==> src/rtl/gpreg_pkg.sv <==
package gpreg_pkg;
    localparam int OFF_W = 6;

    localparam logic [OFF_W-1:0] OFF_MODE = 6'h00;
    localparam logic [OFF_W-1:0] OFF_DIV  = 6'h04;
    localparam logic [OFF_W-1:0] OFF_STAT = 6'h08;
    localparam logic [OFF_W-1:0] OFF_PWR  = 6'h0C;
    localparam logic [OFF_W-1:0] OFF_CLK  = 6'h10;
    localparam logic [OFF_W-1:0] OFF_IRAW = 6'h14;
    localparam logic [OFF_W-1:0] OFF_IMSK = 6'h18;
    localparam logic [OFF_W-1:0] OFF_IST  = 6'h1C;
    localparam logic [OFF_W-1:0] OFF_DIR  = 6'h20;
    localparam logic [OFF_W-1:0] OFF_LVLW = 6'h24;
    localparam logic [OFF_W-1:0] OFF_LVLR = 6'h28;

    typedef enum logic [3:0] {
        S_MODE, S_DIV, S_STAT, S_PWR, S_CLK, S_IRAW,
        S_IMSK, S_IST, S_DIR, S_LVLW, S_LVLR
    } sel_e;

    localparam int NSEL   = 11;
    localparam int NPLAIN = 6;
endpackage

==> src/rtl/gpreg_decode.sv <==
module gpreg_decode
    import gpreg_pkg::*;
(
    input  logic [OFF_W-1:0] off,
    output logic [NSEL-1:0]  sel
);
    always_comb begin
        sel = '0;
        case (off)
            OFF_MODE: sel[S_MODE] = 1'b1;
            OFF_DIV:  sel[S_DIV]  = 1'b1;
            OFF_STAT: sel[S_STAT] = 1'b1;
            OFF_PWR:  sel[S_PWR]  = 1'b1;
            OFF_CLK:  sel[S_CLK]  = 1'b1;
            OFF_IRAW: sel[S_IRAW] = 1'b1;
            OFF_IMSK: sel[S_IMSK] = 1'b1;
            OFF_IST:  sel[S_IST]  = 1'b1;
            OFF_DIR:  sel[S_DIR]  = 1'b1;
            OFF_LVLW: sel[S_LVLW] = 1'b1;
            OFF_LVLR: sel[S_LVLR] = 1'b1;
            default:  sel = '0;
        endcase
    end
endmodule

==> src/rtl/gpreg_store.sv <==
module gpreg_store #(
    parameter int W = 16,
    parameter int N = 6
) (
    input  logic                clk,
    input  logic                rst_n,
    input  logic [N-1:0]        wr,
    input  logic [W-1:0]        wd,
    output logic [N-1:0][W-1:0] q
);
    for (genvar g = 0; g < N; g++) begin : g_word
        always_ff @(posedge clk or negedge rst_n) begin
            if (!rst_n)
                q[g] <= '0;
            else if (wr[g])
                q[g] <= wd;
        end
    end
endmodule

==> src/rtl/gpreg_power.sv <==
module gpreg_power #(
    parameter int           W     = 16,
    parameter int           TRIG  = 7,
    parameter logic [W-1:0] FORCE = 16'h8040
) (
    input  logic         clk,
    input  logic         rst_n,
    input  logic         wr,
    input  logic [W-1:0] wd,
    output logic [W-1:0] q
);
    logic [W-1:0] next_q;

    always_comb begin
        next_q = wd;
        if (wd[TRIG])
            next_q = wd | FORCE;
    end

    always_ff @(posedge clk or negedge rst_n) begin
        if (!rst_n)
            q <= '0;
        else if (wr)
            q <= next_q;
    end
endmodule

==> src/rtl/gpreg_gpio.sv <==
module gpreg_gpio #(
    parameter int W = 16
) (
    input  logic         clk,
    input  logic         rst_n,
    input  logic         dir_wr,
    input  logic         lvl_wr,
    input  logic [W-1:0] wd,
    input  logic [W-1:0] in_valid,
    input  logic [W-1:0] in_level,
    output logic [W-1:0] dir_q,
    output logic [W-1:0] lvl_q,
    output logic [W-1:0] pin_out
);
    logic [W-1:0] dir_d;
    logic [W-1:0] lvl_d;
    logic [W-1:0] eff_d;
    logic         reeval;

    always_comb begin
        dir_d  = dir_wr ? wd : dir_q;
        lvl_d  = lvl_wr ? (wd & dir_q)
                        : ((lvl_q & ~in_valid) | (in_level & in_valid));
        eff_d  = lvl_d & dir_d;
        reeval = dir_wr | lvl_wr;
    end

    always_ff @(posedge clk or negedge rst_n) begin
        if (!rst_n) begin
            dir_q <= '0;
            lvl_q <= '0;
        end else begin
            dir_q <= dir_d;
            lvl_q <= lvl_d;
        end
    end

    for (genvar i = 0; i < W; i++) begin : g_pin
        logic drv_q;
        always_ff @(posedge clk or negedge rst_n) begin
            if (!rst_n)
                drv_q <= 1'b0;
            else if (reeval && (eff_d[i] != drv_q))
                drv_q <= eff_d[i];
        end
        assign pin_out[i] = drv_q;
    end
endmodule

==> src/rtl/gpreg_top.sv <==
module gpreg_top
    import gpreg_pkg::*;
#(
    parameter int           ADDR_W   = 12,
    parameter int           WDATA_W  = 32,
    parameter int           REG_W    = 16,
    parameter logic [15:0]  STAT_VAL = 16'h0002
) (
    input  logic               clk,
    input  logic               rst_n,
    input  logic [ADDR_W-1:0]  bus_addr,
    input  logic               bus_we,
    input  logic [WDATA_W-1:0] bus_wdata,
    input  logic               bus_rd,
    output logic [REG_W-1:0]   bus_rdata,
    input  logic [REG_W-1:0]   line_valid,
    input  logic [REG_W-1:0]   line_level,
    output logic [REG_W-1:0]   pin_out
);
    logic [NSEL-1:0]              sel;
    logic [REG_W-1:0]             wd16;
    logic [NPLAIN-1:0]            plain_wr;
    logic [NPLAIN-1:0][REG_W-1:0] plain_q;
    logic [REG_W-1:0]             pwr_q;
    logic [REG_W-1:0]             dir_q;
    logic [REG_W-1:0]             lvl_q;
    logic [REG_W-1:0]             vals [NSEL];
    logic                         unused_hi;

    assign wd16      = bus_wdata[REG_W-1:0];
    assign unused_hi = ^{bus_addr[ADDR_W-1:OFF_W], bus_wdata[WDATA_W-1:REG_W]};

    gpreg_decode u_dec (
        .off (bus_addr[OFF_W-1:0]),
        .sel (sel)
    );

    assign plain_wr = {NPLAIN{bus_we}} &
                      {sel[S_IST], sel[S_IMSK], sel[S_IRAW],
                       sel[S_CLK], sel[S_DIV], sel[S_MODE]};

    gpreg_store #(.W(REG_W), .N(NPLAIN)) u_store (
        .clk   (clk),
        .rst_n (rst_n),
        .wr    (plain_wr),
        .wd    (wd16),
        .q     (plain_q)
    );

    gpreg_power #(.W(REG_W)) u_pwr (
        .clk   (clk),
        .rst_n (rst_n),
        .wr    (bus_we && sel[S_PWR]),
        .wd    (wd16),
        .q     (pwr_q)
    );

    gpreg_gpio #(.W(REG_W)) u_gpio (
        .clk      (clk),
        .rst_n    (rst_n),
        .dir_wr   (bus_we && sel[S_DIR]),
        .lvl_wr   (bus_we && (sel[S_LVLW] || sel[S_LVLR])),
        .wd       (wd16),
        .in_valid (line_valid),
        .in_level (line_level),
        .dir_q    (dir_q),
        .lvl_q    (lvl_q),
        .pin_out  (pin_out)
    );

    always_comb begin
        vals[S_MODE] = plain_q[0];
        vals[S_DIV]  = plain_q[1];
        vals[S_STAT] = STAT_VAL[REG_W-1:0];
        vals[S_PWR]  = pwr_q;
        vals[S_CLK]  = plain_q[2];
        vals[S_IRAW] = plain_q[3];
        vals[S_IMSK] = plain_q[4];
        vals[S_IST]  = plain_q[5];
        vals[S_DIR]  = dir_q;
        vals[S_LVLW] = lvl_q;
        vals[S_LVLR] = lvl_q;
    end

    always_comb begin
        bus_rdata = '0;
        for (int k = 0; k < NSEL; k++)
            if (bus_rd && sel[k])
                bus_rdata = bus_rdata | vals[k];
    end
endmodule

==> config.mk <==
export PLATFORM = sky130hd
export DESIGN_NAME = gpreg_top
export DESIGN_NICKNAME = d
export VERILOG_FILES = /design/src/rtl/gpreg_pkg.sv /design/src/rtl/gpreg_decode.sv /design/src/rtl/gpreg_store.sv /design/src/rtl/gpreg_power.sv /design/src/rtl/gpreg_gpio.sv /design/src/rtl/gpreg_top.sv
export SDC_FILE = /design/constraint.sdc
export NUM_CORES = 1
export LEC_CHECK = 0
export BUFFER_PORTS_ARGS = -buffer_cell sky130_fd_sc_hd__buf_2
export CAP_MARGIN = 10
export CORE_ASPECT_RATIO = 0.7
export CORE_MARGIN = 2
export CORE_UTILIZATION = 57
export CTS_CLUSTER_DIAMETER = 100
export DETAILED_ROUTE_END_ITERATION = 16
export PLACE_DENSITY = 0.87
export REMOVE_ABC_BUFFERS = 1
export SLEW_MARGIN = 10
export SYNTH_ARGS = -nofsm -noshare
export SYNTH_HDL_FRONTEND = slang
export SYNTH_SLANG_ARGS = --single-unit
==> constraint.sdc <==
create_clock -name clk -period 1.7 [get_ports clk]
set_input_delay 0.085 -clock clk [delete_from_list [all_inputs] [get_ports clk]]
set_output_delay 0.085 -clock clk [all_outputs]
set_load 0.005 [all_outputs]
==> results.txt, run 1 <==
Vias per cell: 6.36
Cells after Synth: 628
Critical Path Start Type: flop
Sink Count: 160
Count leader, synth: dfrtp_1
Clock network power share: 39.0%
Post-synthesis xor/xnor area fraction: 0.117%
Status: complete, but fails checks
Sequential share of the synthesized area: 53.5%
Clock Skews: 0.00323 ns
Seq pwr share: 47.7%
WP data required: 1.62 ns
Placed wire-length estimate: 13800 um
Max cap viols: 0
Setup crit end kind: output port
Synth Area in Compound Gates: 11.2%
CTS tree: built
CP startpoint: u_store.q[62]$_DFFE_PN0P_
Clock Latency Late Sink: 0.42 ns
Number of synthesized flops with an enable pin: 0
DIE WIDTH: 141 um
Die Y-Extent: 99.9 um
Core Rows: 34
Final setup fails: 9
Power Dens Cells: 1040 nW/um2
Slew at the pin closest to its max-slew limit: 0.442 ns
IO Pins: 112
Initial core utilization: 59.2%
Ranking of synthesized cells by area: dfrtp_1, mux2_2, mux2i_1
Psw: 2480 uW
Antenna violations before repair: 1
Synthesized cell area: 7490 um2
Fin crit share: 121%
Syn. warnings: 0
Aggregate global-route resource usage: 30.6%
Internal power: 7150 uW
CP max stage delay: 0.48 ns
Number of I/O port buffers: 89
Final Critical Period: 2.05 ns
Main combinational cell family by area after synthesis: multiplexers
Synthesized area per cell: 11.9 um2
H-tree levels: 4
Gr ovfl total: 0
Global-route wire length before repair: 32800 um
Mux cell area share after synthesis: 23.0%
Fill cell count: 818
Static leakage: 0.00452 uW
Max Slew Vio Count: 0
Critical path, cell by cell: mux4_2 -> a222oi_1 -> o21ai_1 -> buf_2
Worst path slowest cell: mux4_2
Crit-path max FO: 2
Drt pass-1 iters: 5
Total Wirelength: 20800 um
Post-place setup slack: -0.0580 ns
Worst vdd ir: 0.000749 V
Failing checks: negative setup slack
Gate power share: 13.3%
Hold Violations, Final: 0
Worst EP arrival: 1.97 ns
Kind of critical path: reg2out
Largest area contributor in the netlist: dfrtp_1
Worst Min Path Start: line_level[14]
Total CTS buffers: 17
Worst Path Buf+Inv: 1
Switching part of the total: 25.8%
Area grow syn2layout: 23.5%
Synth top area share: 53.5%
Diode count: 0
Fmax: 0.488 GHz
Ratio of cells with drive above 1 in the final layout: 41.2%
Crit Reg-Reg Startpoint: u_gpio.lvl_q[5]$_DFF_PN0_
Die ar.: 14100 um2
RePlAce Congestion: 0.850
Setup TNS: -1.31 ns
Post-DRT Antenna Nets: 0
Post-DR wirelength/cell: 22.2 um
Seq cells post-synth: 160
Largest net degree at the start of global routing: 49
Initial drt markers: 543
CTS max path bufs: 2
Hold Path Class: in2reg
Netlist cell types: 42
Simple logic cell fraction of the synthesized area: 7.47%
Vias in the first global route: 6246
Via count: 5960
Final WS setup: -0.351 ns
Core area: 12600 um2
CTS root buf: clkbuf_16
# DRC: 0
Number of nets in the layout: 843
Synth top cells by count: dfrtp_1, mux2_2, o21ai_0, nand2_1, mux2i_1
Clk pin slew, worst setup/hold paths: 0.06 ns
Relative slew slack: 70.4%
Predominant post-synthesis flop cell: dfrtp_1
Post-Synth Adder-Cell Area: 0%
Share of synthesized registers carrying an async set or reset: 100%
CP delay by family, top: compound AO/OA/AOI/OAI gates
RSZ-0062 raised after global routing: true
==> kinds of logic after synthesis <==
| group | after synthesis |
|---|---|
| AO/OA/AOI/OAI | 126 |
| XOR/XNOR | 1 |
| buffers and inverters | 72 |
| flip-flops | 160 |
| multiplexers | 150 |
| AND/OR/NAND/NOR | 119 |
==> metrics by stage <==
stage	hold WS (ns)	instance area (um2)	cells	total power [uW]	utilization [%]
after floorplan	-0.211	7200	574	5220	-
after global placement	0.0135	8450	892	5700	66.9
after detailed placement	0.0206	8450	892	5830	66.9
after CTS	0.00131	9180	935	9610	72.7
after global routing	0.0172	9250	937	10000	73.2
final	0.00599	9250	937	9640	73.2
==> cell type report <==
class / count / area [um2] / area share, %
clock buffers: 18 / 439 / 4.75
clock inverters: 13 / 138 / 1.49
repair buffers: 170 / 1200 / 12.9
well taps: 162 / 203 / 2.19
inverters: 18 / 67.6 / 0.731
flip-flops and latches: 160 / 4000 / 43.3
multi-input cells: 396 / 3200 / 34.6
==> state kept, by name (all words and copies together) (netlist names) <==
name / flops
u_gpio.g_pin.drv_q: 16
u_gpio.dir_q: 16
u_store.q: 96
u_pwr.q: 16
u_gpio.lvl_q: 16
==> worst register-to-register path, delay by kind of cell, from the launching register on <==
family | cells | cell delay, ns
buf+inv | 1 | 0.57
mux | 1 | 0.15
compound gates | 1 | 0.08
flops | 1 | 0.39
==> routing by layer <==
metal  global-route usage, %  share of wire [%]  wire length [um]
met1                    38.2                 40              8390
met2                    51.5                 50             10300
met3                    7.40                7.8              1630
met4                    13.4                2.2               467
met5                       0              0.062                13
==> timing repair <==
item,in CTS,in global routing
gates resized for setup,12,10
gates cloned,0,0
pin swaps,7,0
buffers inserted,0,2
hold buffers,12,0
endpoints found under the hold margin,145,0
endpoints found under the setup margin,12,16
==> worst paths after layout <==
| kind | end | slack [ns] | depth (start not counted) |
|---|---|---|---|
| max | bus_rdata[14] | -0.35 | 4 |
| max reg2reg | u_gpio.lvl_q[5]$_DFF_PN0_ | 0.38 | 3 |
| max in group asynchronous | u_store.q[77]$_DFFE_PN0P_ | 0.91 | 3 |
| min in group asynchronous | u_gpio.g_pin[10].drv_q$_DFFE_PN0P_ | 0.14 | 2 |
| min reg2reg | u_pwr.q[10]$_DFFE_PN0P_ | 0.49 | 2 |
| min | u_gpio.lvl_q[14]$_DFF_PN0_ | 0.006 | 3 |
==> placed cells by master, fill, tap and decap left out, types with 2 or more instances in the layout <==
| master | n |
|---|---|
| clkinvlp_4 | 3 |
| nand2_1 | 55 |
| inv_6 | 2 |
| dlygate4sd3_1 | 12 |
| a2bb2oi_1 | 6 |
| bufinv_16 | 2 |
| clkinv_2 | 4 |
| a211o_1 | 2 |
| o21ai_0 | 51 |
| mux4_2 | 7 |
| dfrtp_1 | 160 |
| and3_1 | 2 |
| mux2i_1 | 38 |
| nor2_1 | 14 |
| mux2_2 | 105 |
| o21ai_1 | 6 |
| a222oi_1 | 5 |
| clkinv_4 | 2 |
| a21oi_1 | 7 |
| o22ai_1 | 2 |
| a221o_1 | 2 |
| a221oi_2 | 2 |
| buf_4 | 60 |
| clkbuf_16 | 17 |
| a22oi_1 | 14 |
| o311ai_0 | 16 |
| nand2_2 | 5 |
| buf_12 | 8 |
| inv_1 | 18 |
| o211ai_1 | 6 |
| nor3_1 | 7 |
| buf_2 | 87 |
| buf_6 | 2 |
| nand2b_1 | 2 |
| nand3_1 | 20 |
==> power groups by stage <==
stage	logic (uW)	registers (uW)	clock network [uW]
3_5_place_dp	1200	4640	0
6_report	1280	4600	3760
3_3_place_gp	1120	4580	0
2_1_floorplan	673	4550	0
5_1_grt	1400	4630	3960
4_1_cts	1250	4580	3780
Note: power is estimated with default switching activity, not from simulation.
==> run 2, diff against run 1 <==
--- a/config.mk
+++ b/config.mk
@@ -5,14 +5,14 @@
 export SDC_FILE = /design/constraint.sdc
 export NUM_CORES = 1
 export LEC_CHECK = 0
-export BUFFER_PORTS_ARGS = -buffer_cell sky130_fd_sc_hd__buf_2
 export CAP_MARGIN = 10
 export CORE_ASPECT_RATIO = 0.7
 export CORE_MARGIN = 2
-export CORE_UTILIZATION = 57
+export CORE_UTILIZATION = 63
 export CTS_CLUSTER_DIAMETER = 100
 export DETAILED_ROUTE_END_ITERATION = 16
-export PLACE_DENSITY = 0.87
+export DONT_BUFFER_PORTS = 1
+export PLACE_DENSITY = 0.86
 export REMOVE_ABC_BUFFERS = 1
 export SLEW_MARGIN = 10
 export SYNTH_ARGS = -nofsm -noshare
==> run 2 against run 1 <==
Compared with the run above:
- the flow finishes with violations (negative hold slack, negative setup slack)
- worst setup slack better by 0.18 ns
- clock power is 3% higher
- via count is 6.4% lower
- worst hold slack worse by 0.64 ns
- first-iteration DRC count is 1.8% lower
- combinational power is 19% lower
- sequential power hardly changed
- largest power group unchanged
==> results.txt, run 2 (synthesis results as in run 1) <==
Fmax: 0.534 GHz (+9.4%)
Number of nets in the layout: 753 (-11%)
Final WS setup: -0.174 ns (+0.177 ns)
Gr ovfl total: 0 (unchanged)
Max cap viols: 0 (unchanged)
Hold_buf cts: 47 (+35)
H-tree levels: 4 (unchanged)
Post-route insts no fill: 840 (-10%)
CTS root buf: clkbuf_16
Initial core utilization: 64.3% (+5.0 points)
Area grow syn2layout: 16.5%
Critical Path Start Type: flop
Crit-path max FO: 2 (unchanged)
# DRC: 0 (unchanged)
Total power: 9520 uW (-1.2%)
Die Y-Extent: 95.2 um (-4.7%)
Hold Path Class: in2async
Power Dens Cells: 1090 nW/um2 (+4.8%)
Max reg flops: 96 (unchanged)
Post-DRT Antenna Nets: 0 (unchanged)
WP data required: 1.62 ns (about the same)
Status: complete, but fails checks
Static leakage: 0.00404 uW (-11%)
Setup crit end kind: output port
Setup TNS: -0.500 ns (+0.815 ns)
Aggregate global-route resource usage: 32.3% (+1.7 points)
Total CTS buffers: 17 (unchanged)
Post-DR wirelength/cell: 23.6 um (+6.3%)
Clock Latency Late Sink: 0.42 ns (about the same)
RePlAce Congestion: 0.798 (-6.1%)
Diode count: 0 (unchanged)
Clock Skews: 0.00436 ns (+0.00113 ns)
Vias per cell: 6.64 (+4.4%)
Die ar.: 12800 um2 (-9.2%)
Dpl cell area: 7640 um2 (-9.7%)
Largest reg by FF count: u_store.q
Sink Count: 160 (unchanged)
Final Critical Period: 1.87 ns (-0.177 ns)
Hold slack: -0.638 ns (-0.644 ns)
Hold Violations, Final: 160 (+160)
Fin crit share: 110% (-10 points)
Core Rows: 33 (-2.9%)
Placed cell count: 762 (-15%)
Most common cell after layout, fill and taps aside: dfrtp_1
Vias in the first global route: 5749 (-8.0%)
Post-route design area: 8720 um2 (-5.7%)
Fill cell count: 731 (-11%)
IO Pins: 112 (unchanged)
Core area: 11600 um2 (-7.8%)
Worst vdd ir: 0.000851 V (+14%)
Antenna violations before repair: 0 (-1)
Failing checks: negative hold slack, negative setup slack
Total Wirelength: 19800 um (-4.7%)
CTS max path bufs: 2 (unchanged)
Ratio of cells with drive above 1 in the final layout: 26.5% (-15 points)
Via count: 5579 (-6.4%)
Max Slew Vio Count: 0 (unchanged)
CTS tree: built
Placed wire-length estimate: 12200 um (-11%)
RSZ-0062 raised after global routing: true
Clk pin slew, worst setup/hold paths: 0.06 ns (about the same)
Final setup fails: 7 (-2)
Initial drt markers: 533 (-1.8%)
Worst EP arrival: 1.79 ns (-0.18 ns)
Number of I/O port buffers: 0 (-100%)
Drt pass-1 iters: 5 (unchanged)
Slew at the pin closest to its max-slew limit: 0.544 ns (+0.101 ns)
Relative slew slack: 63.6% (-6.8 points)
Global-route wire length before repair: 30800 um (-5.9%)
Kind of critical path: reg2out
Most frequent cells in the layout: dfrtp_1, mux2_2, nand2_1
Largest net degree at the start of global routing: 161 (+230%)
DIE WIDTH: 134 um (-4.7%)
## run 2: area by class of cell
class                      instances  area [um2]  area share (%)
clock buffer                      20         457            5.24
clock inverter                     9         135            1.55
multi-input combinational        396        3130            35.9
timing repair buffer              80         731            8.38
tap                              157         196            2.25
inverter                          18        67.6           0.775
sequential                       160        4000            45.9
## run 2: timing repair
action	4_1_cts	5_1_grt
endpoints found under the setup margin	7	8
pin swaps	4	1
gates resized for setup	4	2
setup buffers	2	0
hold endpoints to repair	320	160
## run 2: path summary, 6_finish.rpt
check                                      startpoint                                  to  slack (ns)  depth (start not counted)
max in group asynchronous                       rst_n           u_store.q[22]$_DFFE_PN0P_        2.17                          0
hold reg to reg               u_pwr.q[10]$_DFFE_PN0P_             u_pwr.q[10]$_DFFE_PN0P_        0.50                          2
hold / removal                                  rst_n  u_gpio.g_pin[10].drv_q$_DFFE_PN0P_       -0.64                          0
setup / recovery            u_store.q[62]$_DFFE_PN0P_                       bus_rdata[14]       -0.17                          3
setup reg to reg           u_gpio.lvl_q[13]$_DFF_PN0_          u_gpio.lvl_q[13]$_DFF_PN0_        0.24                          3
min in group clk                       line_valid[10]  u_gpio.g_pin[10].drv_q$_DFFE_PN0P_        0.01                          2
## run 2: stage by stage
step / hold WS, ns / worst slack, ns / util [%]
after floorplan: -0.211 / -0.638 / -
after global placement: -0.206 / 0.151 / 65.6
after detailed placement: -0.208 / 0.103 / 65.6
after CTS: -0.654 / -0.179 / 74.8
final: -0.638 / -0.174 / 74.9
after global routing: -0.660 / -0.286 / 74.9
## run 2: routing by layer
metal | up-vias | share of wire, % | global-route usage [%]
met1 | 2878 | 40 | 40.9
met2 | 291 | 50 | 53.5
met3 | 35 | 8.5 | 9.62
li1 | 2375 | - | -
met4 | 0 | 1.6 | 11.7
met5 | - | 0 | 0
## run 2: worst max-delay path: stages (launching register included)
cell and delay, ns:
dfrtp_1 0.38, mux4_2 0.47, a222oi_1 0.35, o21ai_1 0.17
## run 2: report_power, final
part | internal, uW | total [uW] | switching [uW]
clock | 2370 | 3880 | 1510
sequential | 4300 | 4610 | 310
combinational | 600 | 1040 | 439
total | 7270 | 9520 | 2260
